`src/rtl/psc_pkg.sv`:
```
`timescale 1ns/1ps
package psc_pkg;

  typedef enum logic [2:0] {
    ST_IDLE,
    ST_REQ,
    ST_WAIT,
    ST_SHIFT,
    ST_INIT,
    ST_DONE,
    ST_FAIL
  } psc_state_e;

  typedef enum logic [1:0] {
    ERR_NONE        = 2'd0,
    ERR_STATUS_TO   = 2'd1,
    ERR_STATUS_LOST = 2'd2,
    ERR_DONE_TO     = 2'd3
  } psc_err_e;

endpackage

```
`src/rtl/psc_sync.sv`:
```
`timescale 1ns/1ps
// Multi-stage synchronizer for an asynchronous target line.
module psc_sync #(
  parameter int STAGES  = 2,
  parameter bit RST_VAL = 1'b0
) (
  input  logic clk,
  input  logic rst,
  input  logic d,
  output logic q
);

  logic [STAGES-1:0] pipe;

  generate
    if (STAGES == 1) begin : g_single
      always_ff @(posedge clk) begin
        if (rst) pipe <= RST_VAL;
        else     pipe <= d;
      end
    end else begin : g_chain
      always_ff @(posedge clk) begin
        if (rst) pipe <= {STAGES{RST_VAL}};
        else     pipe <= {pipe[STAGES-2:0], d};
      end
    end
  endgenerate

  assign q = pipe[STAGES-1];

endmodule

```
`src/rtl/psc_shift.sv`:
```
`timescale 1ns/1ps
// Byte-to-serial converter with a host-generated clock.
// One bit takes two system clocks: data set up with dclk low, then dclk high.
module psc_shift #(
  parameter int W = 8
) (
  input  logic         clk,
  input  logic         rst,
  input  logic         run,
  input  logic         flush,
  input  logic [W-1:0] s_data,
  input  logic         s_valid,
  input  logic         s_last,
  output logic         s_ready,
  output logic         dclk,
  output logic         dout,
  output logic         last_sent,
  output logic         tick
);

  localparam int BCW = (W > 1) ? $clog2(W) : 1;

  logic [W-1:0]   sh_q;
  logic [BCW-1:0] bcnt_q;
  logic           loaded_q;
  logic           last_q;
  logic           fin_q;
  logic           dclk_q;
  logic           dout_q;
  logic           last_sent_q;
  logic           tick_q;

  assign s_ready = run && !loaded_q && !fin_q;

  always_ff @(posedge clk) begin
    if (rst) begin
      sh_q        <= '0;
      bcnt_q      <= '0;
      loaded_q    <= 1'b0;
      last_q      <= 1'b0;
      fin_q       <= 1'b0;
      dclk_q      <= 1'b0;
      dout_q      <= 1'b0;
      last_sent_q <= 1'b0;
      tick_q      <= 1'b0;
    end else begin
      last_sent_q <= 1'b0;
      tick_q      <= 1'b0;
      if (run) begin
        if (!loaded_q) begin
          dclk_q <= 1'b0;
          if (s_valid && !fin_q) begin
            sh_q     <= s_data;
            dout_q   <= s_data[0];
            bcnt_q   <= '0;
            loaded_q <= 1'b1;
            last_q   <= s_last;
            fin_q    <= s_last;
          end
        end else if (!dclk_q) begin
          dclk_q <= 1'b1;
        end else begin
          dclk_q <= 1'b0;
          if (bcnt_q == BCW'(W-1)) begin
            loaded_q    <= 1'b0;
            last_sent_q <= last_q;
          end else begin
            bcnt_q <= bcnt_q + 1'b1;
            sh_q   <= sh_q >> 1;
            dout_q <= sh_q[1];
          end
        end
      end else if (flush) begin
        dclk_q   <= !dclk_q;
        tick_q   <= !dclk_q;
        loaded_q <= 1'b0;
      end else begin
        dclk_q   <= 1'b0;
        loaded_q <= 1'b0;
        fin_q    <= 1'b0;
      end
    end
  end

  assign dclk      = dclk_q;
  assign dout      = dout_q;
  assign last_sent = last_sent_q;
  assign tick      = tick_q;

endmodule

```
`src/rtl/psc_seq.sv`:
```
`timescale 1ns/1ps
// Reset / configuration / initialization sequencer with one shared counter.
module psc_seq
  import psc_pkg::*;
#(
  parameter int REQ_LOW_CYC    = 8,
  parameter int STAT_WAIT_CYC  = 256,
  parameter int INIT_EXTRA_CLK = 64
) (
  input  logic       clk,
  input  logic       rst,
  input  logic       start,
  input  logic       status_ok,
  input  logic       done_ok,
  input  logic       last_sent,
  input  logic       tick,
  output psc_state_e state,
  output logic       cfg_req_n,
  output logic       run,
  output logic       flush,
  output psc_err_e   err_code
);

  localparam int MAX_AB = (REQ_LOW_CYC > STAT_WAIT_CYC) ? REQ_LOW_CYC : STAT_WAIT_CYC;
  localparam int MAXC   = (MAX_AB > INIT_EXTRA_CLK) ? MAX_AB : INIT_EXTRA_CLK;
  localparam int CW     = $clog2(MAXC + 1);

  psc_state_e state_q;
  psc_err_e   code_q;
  logic [CW-1:0] cnt_q;
  logic          req_n_q;

  always_ff @(posedge clk) begin
    if (rst) begin
      state_q <= ST_IDLE;
      code_q  <= ERR_NONE;
      cnt_q   <= '0;
      req_n_q <= 1'b1;
    end else begin
      case (state_q)
        ST_IDLE, ST_DONE, ST_FAIL: begin
          if (start) begin
            state_q <= ST_REQ;
            code_q  <= ERR_NONE;
            req_n_q <= 1'b0;
            cnt_q   <= CW'(REQ_LOW_CYC - 1);
          end
        end
        ST_REQ: begin
          if (cnt_q == '0) begin
            req_n_q <= 1'b1;
            state_q <= ST_WAIT;
            cnt_q   <= CW'(STAT_WAIT_CYC - 1);
          end else begin
            cnt_q <= cnt_q - 1'b1;
          end
        end
        ST_WAIT: begin
          if (status_ok) begin
            state_q <= ST_SHIFT;
          end else if (cnt_q == '0) begin
            state_q <= ST_FAIL;
            code_q  <= ERR_STATUS_TO;
          end else begin
            cnt_q <= cnt_q - 1'b1;
          end
        end
        ST_SHIFT: begin
          if (!status_ok) begin
            state_q <= ST_FAIL;
            code_q  <= ERR_STATUS_LOST;
          end else if (last_sent) begin
            state_q <= ST_INIT;
            cnt_q   <= CW'(INIT_EXTRA_CLK - 1);
          end
        end
        ST_INIT: begin
          if (!status_ok) begin
            state_q <= ST_FAIL;
            code_q  <= ERR_STATUS_LOST;
          end else if (done_ok) begin
            state_q <= ST_DONE;
          end else if (tick) begin
            if (cnt_q == '0) begin
              state_q <= ST_FAIL;
              code_q  <= ERR_DONE_TO;
            end else begin
              cnt_q <= cnt_q - 1'b1;
            end
          end
        end
        default: state_q <= ST_IDLE;
      endcase
    end
  end

  assign state     = state_q;
  assign err_code  = code_q;
  assign cfg_req_n = req_n_q;
  assign run       = (state_q == ST_SHIFT);
  assign flush     = (state_q == ST_INIT);

endmodule

```
`src/rtl/psc_host.sv`:
```
`timescale 1ns/1ps
// Passive serial configuration host: top level.
module psc_host
  import psc_pkg::*;
#(
  parameter int DATA_W         = 8,
  parameter int REQ_LOW_CYC    = 8,
  parameter int STAT_WAIT_CYC  = 256,
  parameter int INIT_EXTRA_CLK = 64,
  parameter int SYNC_STAGES    = 2
) (
  input  logic              clk,
  input  logic              rst,
  input  logic              start,
  output logic              busy,
  output logic              done,
  output logic              err,
  output logic [1:0]        err_code,
  input  logic [DATA_W-1:0] s_data,
  input  logic              s_valid,
  input  logic              s_last,
  output logic              s_ready,
  output logic              cfg_req_n,
  output logic              dclk,
  output logic              dout,
  input  logic              status_n,
  input  logic              conf_done
);

  psc_state_e state;
  psc_err_e   code;
  logic status_ok;
  logic done_ok;
  logic run;
  logic flush;
  logic last_sent;
  logic tick;

  psc_sync #(.STAGES(SYNC_STAGES), .RST_VAL(1'b0)) u_sync_status (
    .clk (clk),
    .rst (rst),
    .d   (status_n),
    .q   (status_ok)
  );

  psc_sync #(.STAGES(SYNC_STAGES), .RST_VAL(1'b0)) u_sync_done (
    .clk (clk),
    .rst (rst),
    .d   (conf_done),
    .q   (done_ok)
  );

  psc_seq #(
    .REQ_LOW_CYC    (REQ_LOW_CYC),
    .STAT_WAIT_CYC  (STAT_WAIT_CYC),
    .INIT_EXTRA_CLK (INIT_EXTRA_CLK)
  ) u_seq (
    .clk       (clk),
    .rst       (rst),
    .start     (start),
    .status_ok (status_ok),
    .done_ok   (done_ok),
    .last_sent (last_sent),
    .tick      (tick),
    .state     (state),
    .cfg_req_n (cfg_req_n),
    .run       (run),
    .flush     (flush),
    .err_code  (code)
  );

  psc_shift #(.W(DATA_W)) u_shift (
    .clk       (clk),
    .rst       (rst),
    .run       (run),
    .flush     (flush),
    .s_data    (s_data),
    .s_valid   (s_valid),
    .s_last    (s_last),
    .s_ready   (s_ready),
    .dclk      (dclk),
    .dout      (dout),
    .last_sent (last_sent),
    .tick      (tick)
  );

  assign busy     = (state == ST_REQ) || (state == ST_WAIT) ||
                    (state == ST_SHIFT) || (state == ST_INIT);
  assign done     = (state == ST_DONE);
  assign err      = (state == ST_FAIL);
  assign err_code = code;

endmodule

```
`config.mk`:
```
export PLATFORM = sky130hd
export DESIGN_NAME = psc_host
export DESIGN_NICKNAME = d
export VERILOG_FILES = /design/src/rtl/psc_pkg.sv /design/src/rtl/psc_sync.sv /design/src/rtl/psc_shift.sv /design/src/rtl/psc_seq.sv /design/src/rtl/psc_host.sv
export SDC_FILE = /design/constraint.sdc
export NUM_CORES = 1
export LEC_CHECK = 0
export CAP_MARGIN = 20
export CORE_UTILIZATION = 50
export CTS_BUF_LIST = sky130_fd_sc_hd__clkbuf_2 sky130_fd_sc_hd__clkbuf_4 sky130_fd_sc_hd__clkbuf_8
export DETAILED_ROUTE_END_ITERATION = 8
export GPL_TIMING_DRIVEN = 0
export MAX_ROUTING_LAYER = met4
export PLACE_DENSITY = 0.73
export SETUP_SLACK_MARGIN = 0.1
export SYNTH_ARGS = -nofsm -noshare
export SYNTH_HDL_FRONTEND = slang
export SYNTH_SLANG_ARGS = --single-unit
```
`constraint.sdc`:
```
create_clock -name clk -period 3.5 [get_ports clk]
set_input_delay 1.05 -clock clk [delete_from_list [all_inputs] [get_ports clk]]
set_output_delay 1.05 -clock clk [all_outputs]
set_load 0.05 [all_outputs]
```
==> results.ini, run 1 <==
[outcome]
status=finished, final reports clean

[worst_setup_path]
crit_type=reg2out
path_max_fanout=10
end_kind=output pin
crit_arrival_ns=2.28
start_kind=register
rr_worst_depth=7
cp.required_ns=2.45

[pwr]
p_per_area_nw_per_um2=845
finalPower_w=0.00200
irDropWorstVdd_mv=0.386
p_leak_nw=0.866

[finish]
stdcell_count=312
mostFrequentLayoutCells=dfxtp_1, nor2_1, clkdlybuf4s50_1
diodes=0
nets=282
multi_input_area_sq_um=1160
final-seq-area_sq_um=721
layout_commonest_cell=dfxtp_1
final_util_pct=63.7
area_growth_pct=19.7
drive_above_1_share_pct=9.09
fillers=333

[logic_synthesis]
synth_cell_types=60
synth_ff_type=dfxtp_1
synth-edff-count=0
yosysSeqAreaShare_pct=36.5
syn_nets=252
syn-mean-instance-area_sq_um=8.45
ys_warn_count=0
ys_async_sr_fraction_pct=0
ys_ff_latch=36
synthCells=234
synth_area_sq_um=1980

[grt]
grt_max_degree=11
grt_first_pass_wirelength_um=7570
grt_pass1_vias=1663
antenna_found_initial=0
grtUsageTotal_pct=23.9
grt_overflow=0

[sta]
grt_setup_unrepaired=yes
fin_tns_setup_ns=0
fmax_ghz=0.300
drv_slew=0
hold_viol_final=0
finalWorstSetupSlack_ns=0.170
setup_violations=0
maxSlewHeadroom_pct=60.0
tightestPinTransition_ns=0.583
finalCritPeriodShare_pct=95.1
fin_skew_ns=0.00642
post-route-min-period_ns=3.33

[placed_design]
post-place-ws_ns=0.270
dp_hpwl_um=3260
port_buffers=23
place.gp.congestion=0.920
dp_cells=305

[floorplan]
num_rows=22
start_util_pct=53.2
dieArea_sq_um=4210
fp.dieH_um=64.9
die_x_um=64.9
coreArea_sq_um=3720
io-pin-count=24

[drt]
detail-route-antenna-nets=0
vias=1861
post_drt_wl_per_cell_um=14.6
drt-vias-per-instance=5.96
drc=0
initialDrtViolationCount=146
drt_first_pass_iters=4
wirelength_um=4560

[worst_hold_path]
min_path_cells=2
hold_path_class=reg2reg

[job]
cap_violations=0

[cts]
cts_tree=built
post-cts-setup-buffer-count=0
ctsHoldBuffers=0
clk_path_buf_depth=2
cts-root-buf=clkbuf_8
cts.sinks=36
htreeDepth=2
clock_latency_ns=0.29
cts_buffers=5
clk_pin_slew_worst_paths_ns=0.07

[per-stage QoR]
stage                     hold WS [ns]  cell area [sq um]
after floorplan                  0.412               1980
after global placement           0.418               2270
after detailed placement         0.426               2270
after CTS                        0.438               2360
after global routing             0.451               2370
final                            0.438               2370
[synth_stat cells, drive strengths merged, types with 3 or more instances]
cell    count  area share, %
a211oi     10            3.8
nand2      19            3.6
nand2b      5            1.7
o311ai      5            2.2
a21oi      18            4.6
nor2b       9            2.8
nand3       4            1.0
ha          3            1.9
dfxtp      36             36
o32ai       4            2.2
nor2       27            5.3
nor3        5            1.3
nor4        4            1.3
inv         6            1.1
clkbuf      9            1.7
o31ai       3            1.1
buf         7            2.2
a311oi      4            1.8
mux2i      10            5.1
or4         3            1.3
o21ai       7            1.8
a21o        3            1.1
[logic make-up (layout without fill, tap and decap cells)]
| family | count (synthesis) | in the layout | share of synthesized area, % |
|---|---|---|---|
| and+or+nand+nor | 89 | 89 | 23.4 |
| muxes | 11 | 11 | 5.63 |
| xor gates and xnor gates | 3 | 3 | 1.71 |
| AOI/OAI and AO/OA | 70 | 70 | 25.9 |
| adders and majority gates | 3 | 3 | 1.90 |
| DFF | 36 | 36 | 36.5 |
| buffers and inverters | 22 | 52 | 5.00 |
[report_power, final]
part	leakage (nW)	internal (W)	total [W]	switching [W]
clock	0.0503	0.000175	0.000321	0.000146
sequential	0.294	0.000495	0.000577	0.0000824
combinational	0.522	0.000431	0.00110	0.000670
[layout make-up]
class,instances,area share [%]
clock buffer,7,4.07
multi-input combinational,176,48.9
timing repair buffer,23,9.78
sequential,36,30.5
tap,48,2.54
buffer,16,3.28
inverter,6,0.952
[worst max-delay path, stage by stage, from the launching register on]
cell and delay [ns]:
dfxtp_1 0.37, buf_2 0.21, clkbuf_1 0.38, nand2_1 0.12
nor2_1 0.10, clkdlybuf4s50_1 0.80
[layer usage]
metal | global-route usage (%) | part of all wire, %
met5 | - | 0
met4 | 8.33 | 1.3
met3 | 5.46 | 4.6
met2 | 37.4 | 47
met1 | 30.2 | 47
[state kept, by name, summed over array words and instances, names as in the netlist]
| name | cells |
|---|---|
| u_shift.last_sent | 1 |
| u_seq.cnt_q | 9 |
| u_shift.fin_q | 1 |
| u_seq.cfg_req_n | 1 |
| u_sync_done.pipe | 2 |
| u_shift.loaded_q | 1 |
| u_sync_status.pipe | 2 |
| u_seq.err_code | 2 |
| u_shift.tick | 1 |
| u_shift.bcnt_q | 3 |
| u_shift.sh_q | 8 |
| u_seq.state | 3 |
| u_shift.dclk | 1 |
| u_shift.last_q | 1 |
[worst paths after layout]
path,from,end,slack (ns)
setup / recovery,u_seq.state[1]$_SDFFE_PP0P_,err,0.17
hold / removal,u_shift.last_q$_SDFFE_PP0P_,u_shift.last_sent$_SDFF_PP0_,0.44
setup reg to reg,u_seq.cnt_q[0]$_SDFFE_PP0P_,u_seq.err_code[0]$_SDFFE_PP0P_,1.06
hold reg to reg,u_shift.last_q$_SDFFE_PP0P_,u_shift.last_sent$_SDFF_PP0_,0.44
[timing repair]
item / 4_1_cts / 5_1_grt
cloned: 0 / 0
endpoints found under the setup margin: 1 / 4
pin swaps: 0 / 0
resized for setup: 1 / 3
Note: power is estimated with default switching activity, not from simulation.
==> run 2, diff against run 1 <==
==> constraint.sdc (replaced) <==
create_clock -name clk -period 3.5 [get_ports clk]
set_input_delay 0.7 -clock clk [delete_from_list [all_inputs] [get_ports clk]]
set_output_delay 0.7 -clock clk [all_outputs]
set_load 0.05 [all_outputs]
==> run 2 against run 1 <==
Worst hold slack is essentially flat. Highest routed layer unchanged. Clock power barely moved. Die area stayed put. Global-route usage is the same. Combinational power about the same. Non-clock buffer count did not move. Maximum frequency up 2.9%. Core utilization decreased by 0.067 points. Critical path depth shrank 1. Count of clock-buffer cells in the layout unchanged. Largest cell class unchanged. Design area down 0.11%.
==> results.ini, run 2 (same netlist as run 1, synthesis figures left out) <==
[pwr]
p_per_area_nw_per_um2=847  ; +0.23%
irDropWorstVdd_mv=0.386  ; about the same
p_leak_nw=0.840  ; -3.0%
finalPower_w=0.00200  ; +0.12%

[cts]
cts_buffers=5  ; unchanged
post-cts-setup-buffer-count=0  ; unchanged
cts-root-buf=clkbuf_8
postCtsResizedCells=0  ; -1
clk_pin_slew_worst_paths_ns=0.07  ; about the same
cts.sinks=36  ; unchanged
clk_path_buf_depth=2  ; unchanged
ctsHoldBuffers=0  ; unchanged
clock_latency_ns=0.29  ; about the same
htreeDepth=2  ; unchanged
cts_tree=built

[finish]
layout_commonest_cell=dfxtp_1
regMostFlops=u_seq.cnt_q
diodes=0  ; unchanged
top_regs=u_seq.cnt_q x9, u_shift.sh_q x8
area_growth_pct=19.6
nets=282  ; unchanged
final-seq-area_sq_um=721  ; unchanged
mostFrequentLayoutCells=dfxtp_1, nor2_1, clkdlybuf4s50_1
drive_above_1_share_pct=8.71  ; -0.38 points
largest_reg_flops=9  ; unchanged
fillers=333  ; unchanged
multi_input_area_sq_um=1160  ; unchanged

[drt]
post_drt_wl_per_cell_um=14.7  ; +0.35%
wirelength_um=4570  ; +0.35%
drc=0  ; unchanged
drt-vias-per-instance=5.96  ; -0.11%
initialDrtViolationCount=148  ; +1.4%
drt_first_pass_iters=4  ; unchanged
vias=1859  ; -0.11%
detail-route-antenna-nets=0  ; unchanged

[worst_setup_path]
crit_type=reg2out
end_kind=output pin
cp.required_ns=2.80  ; +0.35 ns
crit_arrival_ns=2.54  ; +0.26 ns
path_max_fanout=10  ; unchanged
start_kind=register

[sta]
post-route-min-period_ns=3.24  ; -0.0924 ns
fin_tns_setup_ns=0  ; unchanged
hold_viol_final=0  ; unchanged
drv_slew=0  ; unchanged
maxSlewHeadroom_pct=60.2  ; +0.20 points
grt_setup_unrepaired=no
fin_skew_ns=0.00671  ; +0.000291 ns
fmax_ghz=0.309  ; +2.9%
finalCritPeriodShare_pct=92.5  ; -2.6 points
tightestPinTransition_ns=0.580  ; -0.00287 ns
setup_violations=0  ; unchanged

[worst_hold_path]
hold_path_class=reg2reg

[grt]
antenna_found_initial=0  ; unchanged
grtUsageTotal_pct=23.9  ; unchanged
grt_max_degree=11  ; unchanged
grt_overflow=0  ; unchanged
grt_first_pass_wirelength_um=7570  ; unchanged
grt_pass1_vias=1663  ; unchanged

[floorplan]
coreArea_sq_um=3720  ; unchanged
num_rows=22  ; unchanged
dieArea_sq_um=4210  ; unchanged
die_x_um=64.9  ; unchanged
io-pin-count=24  ; unchanged
fp.dieH_um=64.9  ; unchanged
start_util_pct=53.2  ; unchanged

[placed_design]
place.gp.congestion=0.920  ; unchanged
port_buffers=23  ; unchanged
dp_hpwl_um=3260  ; unchanged

[outcome]
status=finished, final reports clean

[job]
cap_violations=0  ; unchanged

[run 2: cell count changes in the layout (fill, tap and decap cells not counted)]
cell,before,now
clkbuf_1,8,9
clkbuf_2,1,0
clkdlybuf4s50_1,21,23
dlygate4sd2_1,1,0
dlymetal6s2s_1,1,0
[run 2: cell type report]
cell class                      instances  share of cell area, %
Buffer                                 16                   3.23
Sequential cell                        36                   30.5
Inverter                                6                  0.953
Timing Repair Buffer                   23                   9.74
Multi-Input combinational cell        176                   49.0
Clock buffer                            7                   4.08
Tap cell                               48                   2.54
[run 2: stage by stage]
step                      instances  cell area, sq um  utilization, %  worst slack, ns  hold slack, ns
after floorplan                 234              1980               -            0.922           0.412
after global placement          305              2270            61.0            0.603           0.418
after detailed placement        305              2270            61.0            0.620           0.426
after CTS                       312              2360            63.6            0.289           0.438
after global routing            312              2360            63.6            0.144           0.451
final                           312              2360            63.6            0.263           0.438
[run 2: critical path, stage by stage, from the launching register on]
cell and delay [ns]:
dfxtp_1 0.42, clkbuf_1 0.42, clkbuf_1 0.42, and2_1 0.19
clkdlybuf4s50_1 0.80
[run 2: routing by layer]
metal	vias to the layer above	track usage, %	part of all wire [%]
met2	47	37.4	46
met5	-	-	0
met1	877	30.2	48
li1	929	-	-
met4	0	8.33	1.3
met3	6	5.46	4.2
[run 2: final timing paths]
path | from | to | slack, ns | cells after the start
max | u_seq.state[0]$_SDFFE_PP0P_ | done | 0.26 | 4
min | u_shift.last_q$_SDFFE_PP0P_ | u_shift.last_sent$_SDFF_PP0_ | 0.44 | 2
max reg2reg | u_seq.cnt_q[0]$_SDFFE_PP0P_ | u_seq.err_code[0]$_SDFFE_PP0P_ | 1.05 | 7
min reg2reg | u_shift.last_q$_SDFFE_PP0P_ | u_shift.last_sent$_SDFF_PP0_ | 0.44 | 2
[run 2: power breakdown]
| group | total [W] | switching, W | internal [W] |
|---|---|---|---|
| Clock | 0.000321 | 0.000146 | 0.000175 |
| Sequential | 0.000578 | 0.0000827 | 0.000495 |
| Combinational | 0.00110 | 0.000672 | 0.000431 |
==> run 3, diff against run 2 <==
Settings changed: SYNTH_HIERARCHICAL set to 1.
==> run 3 against run 2 <==
Flip-flop and latch count stayed put. Synthesized cell count is 0.43% higher. Sequential power is 2% lower. Global-route usage is 1.6 points higher. Largest power group unchanged.
==> results.ini, run 3 <==
[outcome]
status=finished, final reports clean

[pwr]
p_per_area_nw_per_um2=746  ; -12%
combinationalPowerShare_pct=52.9  ; -2.2 points
irDropWorstVdd_mv=0.426  ; +10%
switching_power_w=0.000796  ; -12%
p_clk_share_pct=15.5  ; -0.5 points
switching_share_pct=44.2  ; -0.78 points
seq_power_share_pct=31.6  ; +2.7 points
intPower_w=0.00100  ; -8.8%
p_leak_nw=0.871  ; +3.8%

[worst_setup_path]
path_max_fanout=10  ; unchanged
crit_arrival_ns=2.36  ; -0.18 ns
r2r_slack_ns=1.29  ; +0.24 ns
rr_worst_depth=5  ; -2
r2r_start=u_seq/state[0]$_SDFFE_PP0P_
cp.required_ns=2.80  ; about the same
critPathSlowestCell=clkdlybuf4s50_1
rr_endpoint=u_seq/cnt_q[1]$_SDFFE_PP0P_
critPathBufInv=4  ; +1
start_kind=register
path_cells=buf_4 > nand3b_1 > inv_1 > buf_2 > nor3b_1 > clkdlybuf4s50_1
path_delay_family=buffers and inverters
worst-path-stages=6  ; +2
slowest_delay_ns=0.83  ; +0.03 ns
end_kind=output pin
crit_type=reg2out

[grt]
grt_overflow=0  ; unchanged
grtUsageTotal_pct=25.5  ; +1.6 points
grt_pass1_vias=1780  ; +7.0%
antenna_found_initial=0  ; unchanged
grt_max_degree=15  ; +4
grt_first_pass_wirelength_um=8140  ; +7.6%

[sta]
tightestPinTransition_ns=0.630  ; +0.0492 ns
fmax_ghz=0.327  ; +5.9%
fin_tns_setup_ns=0  ; unchanged
drv_slew=0  ; unchanged
finalCritPeriodShare_pct=87.3  ; -5.2 points
hold_viol_final=0  ; unchanged
setup_violations=0  ; unchanged
maxSlewHeadroom_pct=57.8  ; -2.4 points
post-route-min-period_ns=3.06  ; -0.181 ns
fin_skew_ns=0.00493  ; -0.00178 ns
grt_setup_unrepaired=no

[finish]
layout_commonest_cell=dfxtp_1
final-seq-area_sq_um=721  ; unchanged
largest_reg_flops=9  ; unchanged
diodes=0  ; unchanged
multi_input_area_sq_um=1200  ; +3.4%
stdcell_count=313  ; +0.32%
drive_above_1_share_pct=11.7  ; +3.0 points
area_growth_pct=18.2
final_util_pct=63.5  ; -0.098 points
final_area_sq_um=2410  ; +2.1%
top_regs=u_seq/cnt_q x9, u_shift/sh_q x8
mostFrequentLayoutCells=dfxtp_1, clkdlybuf4s50_1, nand2_1
fillers=334  ; +0.30%
regMostFlops=u_seq/cnt_q
nets=283  ; +0.35%

[placed_design]
port_buffers=23  ; unchanged
dp_cells=306  ; +0.33%
dp_hpwl_um=3360  ; +3.0%
place_area_sq_um=2330  ; +2.8%
place.gp.congestion=0.892  ; -3.1%

[worst_hold_path]
hold_path_class=reg2reg
min_from=u_shift/last_q$_SDFFE_PP0P_
min_path_cells=2  ; unchanged
worstHoldEndpoint=u_shift/last_sent$_SDFF_PP0_

[logic_synthesis]
ys_async_sr_fraction_pct=0  ; unchanged
synthCells=235  ; +0.43%
synth_ff_type=dfxtp_1
syn-mean-instance-area_sq_um=8.68  ; +2.8%
synth_top_area_cell=dfxtp_1
synth.most_common_cell=dfxtp_1
ys_top_cells_by_area=dfxtp_1, a211oi_1, a21oi_1, mux2i_1, nand2_1
syn_nets=253  ; +0.40%
ys_top_cells_by_count=dfxtp_1, nand2_1, a21oi_1
synth-edff-count=0  ; unchanged
synth_area_sq_um=2040  ; +3.2%
yosysSeqAreaShare_pct=35.3  ; -1.1 points
ys_ff_latch=36  ; unchanged
synth_cell_types=60  ; unchanged
synth_top_area_share_pct=35.3  ; -1.1 points
ys_warn_count=6  ; +6

[floorplan]
start_util_pct=53.7  ; +0.52 points
coreArea_sq_um=3800  ; +2.2%
dieArea_sq_um=4340  ; +3.1%
num_rows=22  ; unchanged
die_x_um=65.9  ; +1.5%
fp.dieH_um=65.9  ; +1.5%
io-pin-count=24  ; unchanged

[drt]
wl_met2_um=2210  ; +4.2%
post_drt_wl_per_cell_um=15.1  ; +2.8%
drt_first_pass_iters=4  ; unchanged
dr.max_layer_used=met4
wl_met3_um=239  ; +25%
drc=0  ; unchanged
drt-vias-per-instance=6.02  ; +1.0%
vias=1884  ; +1.3%
initialDrtViolationCount=158  ; +6.8%
met1Wirelength_um=2210  ; +0.41%
wirelength_um=4720  ; +3.2%
detail-route-antenna-nets=0  ; unchanged

[job]
cap_violations=0  ; unchanged

[cts]
clk_path_buf_depth=2  ; unchanged
cts-root-buf=clkbuf_8
post-cts-setup-buffer-count=0  ; unchanged
htreeDepth=2  ; unchanged
cts_tree=built
ctsHoldBuffers=0  ; unchanged
postCtsResizedCells=0  ; unchanged
clock_latency_ns=0.29  ; about the same
cts_buffers=5  ; unchanged
cts.sinks=36  ; unchanged
clk_pin_slew_worst_paths_ns=0.07  ; about the same

run 3: power by group through the flow:
stage          logic, W  clock network [W]  registers, W
3_3_place_gp   0.000922                  0      0.000572
6_report       0.000951           0.000280      0.000568
4_1_cts        0.000937           0.000290      0.000566
3_5_place_dp   0.000930                  0      0.000575
5_1_grt         0.00105           0.000307      0.000580
2_1_floorplan  0.000676                  0      0.000605
run 3: worst max path at each step:
stage                                     start      end  slack (ns)
CTS                 u_seq/state[1]$_SDFFE_PP0P_  s_ready        0.42
detailed placement  u_seq/state[1]$_SDFFE_PP0P_  s_ready        0.76
global route        u_seq/state[1]$_SDFFE_PP0P_  s_ready        0.27
global placement    u_seq/state[1]$_SDFFE_PP0P_  s_ready        0.75
floorplan           u_seq/state[1]$_SDFFE_PP0P_  s_ready        0.73
finish              u_seq/state[1]$_SDFFE_PP0P_  s_ready        0.44
run 3: routing by layer:
layer  track usage, %  vias to the layer above
met2             38.9                       52
met1             31.8                      878
met5                -                        -
met4             12.5                        0
met3             5.52                        5
li1                 -                      949
run 3: worst min-delay path: stages (launching register included):
cell     delay [ns]
dfxtp_1        0.31
nand2_1        0.05
nor2_1         0.03
run 3: cell type report:
class | count | share of cell area, %
repair buffers | 23 | 9.54
clock inverters | 2 | 0.519
flip-flops and latches | 36 | 29.9
clock buffers | 5 | 2.85
well taps | 48 | 2.49
inverters | 11 | 1.71
plain buffers | 12 | 3.42
multi-input cells | 176 | 49.6
run 3: logic make-up (layout without fill, tap and decap cells):
kind of cell	Yosys count	after routing	share of synthesized area, %
mux	8	8	3.99
compound gates	72	72	25.0
xor+xnor	3	3	1.29
fa+ha+maj	3	3	1.84
buf+inv	23	53	6.07
simple gates	90	90	26.5
flops	36	36	35.3
run 3: through the flow:
step	power (W)	setup slack [ns]	hold WS (ns)
floorplan	0.00128	0.730	0.410
global placement	0.00149	0.746	0.418
detailed placement	0.00150	0.759	0.425
CTS	0.00179	0.418	0.435
global route	0.00193	0.266	0.456
finish	0.00180	0.444	0.435
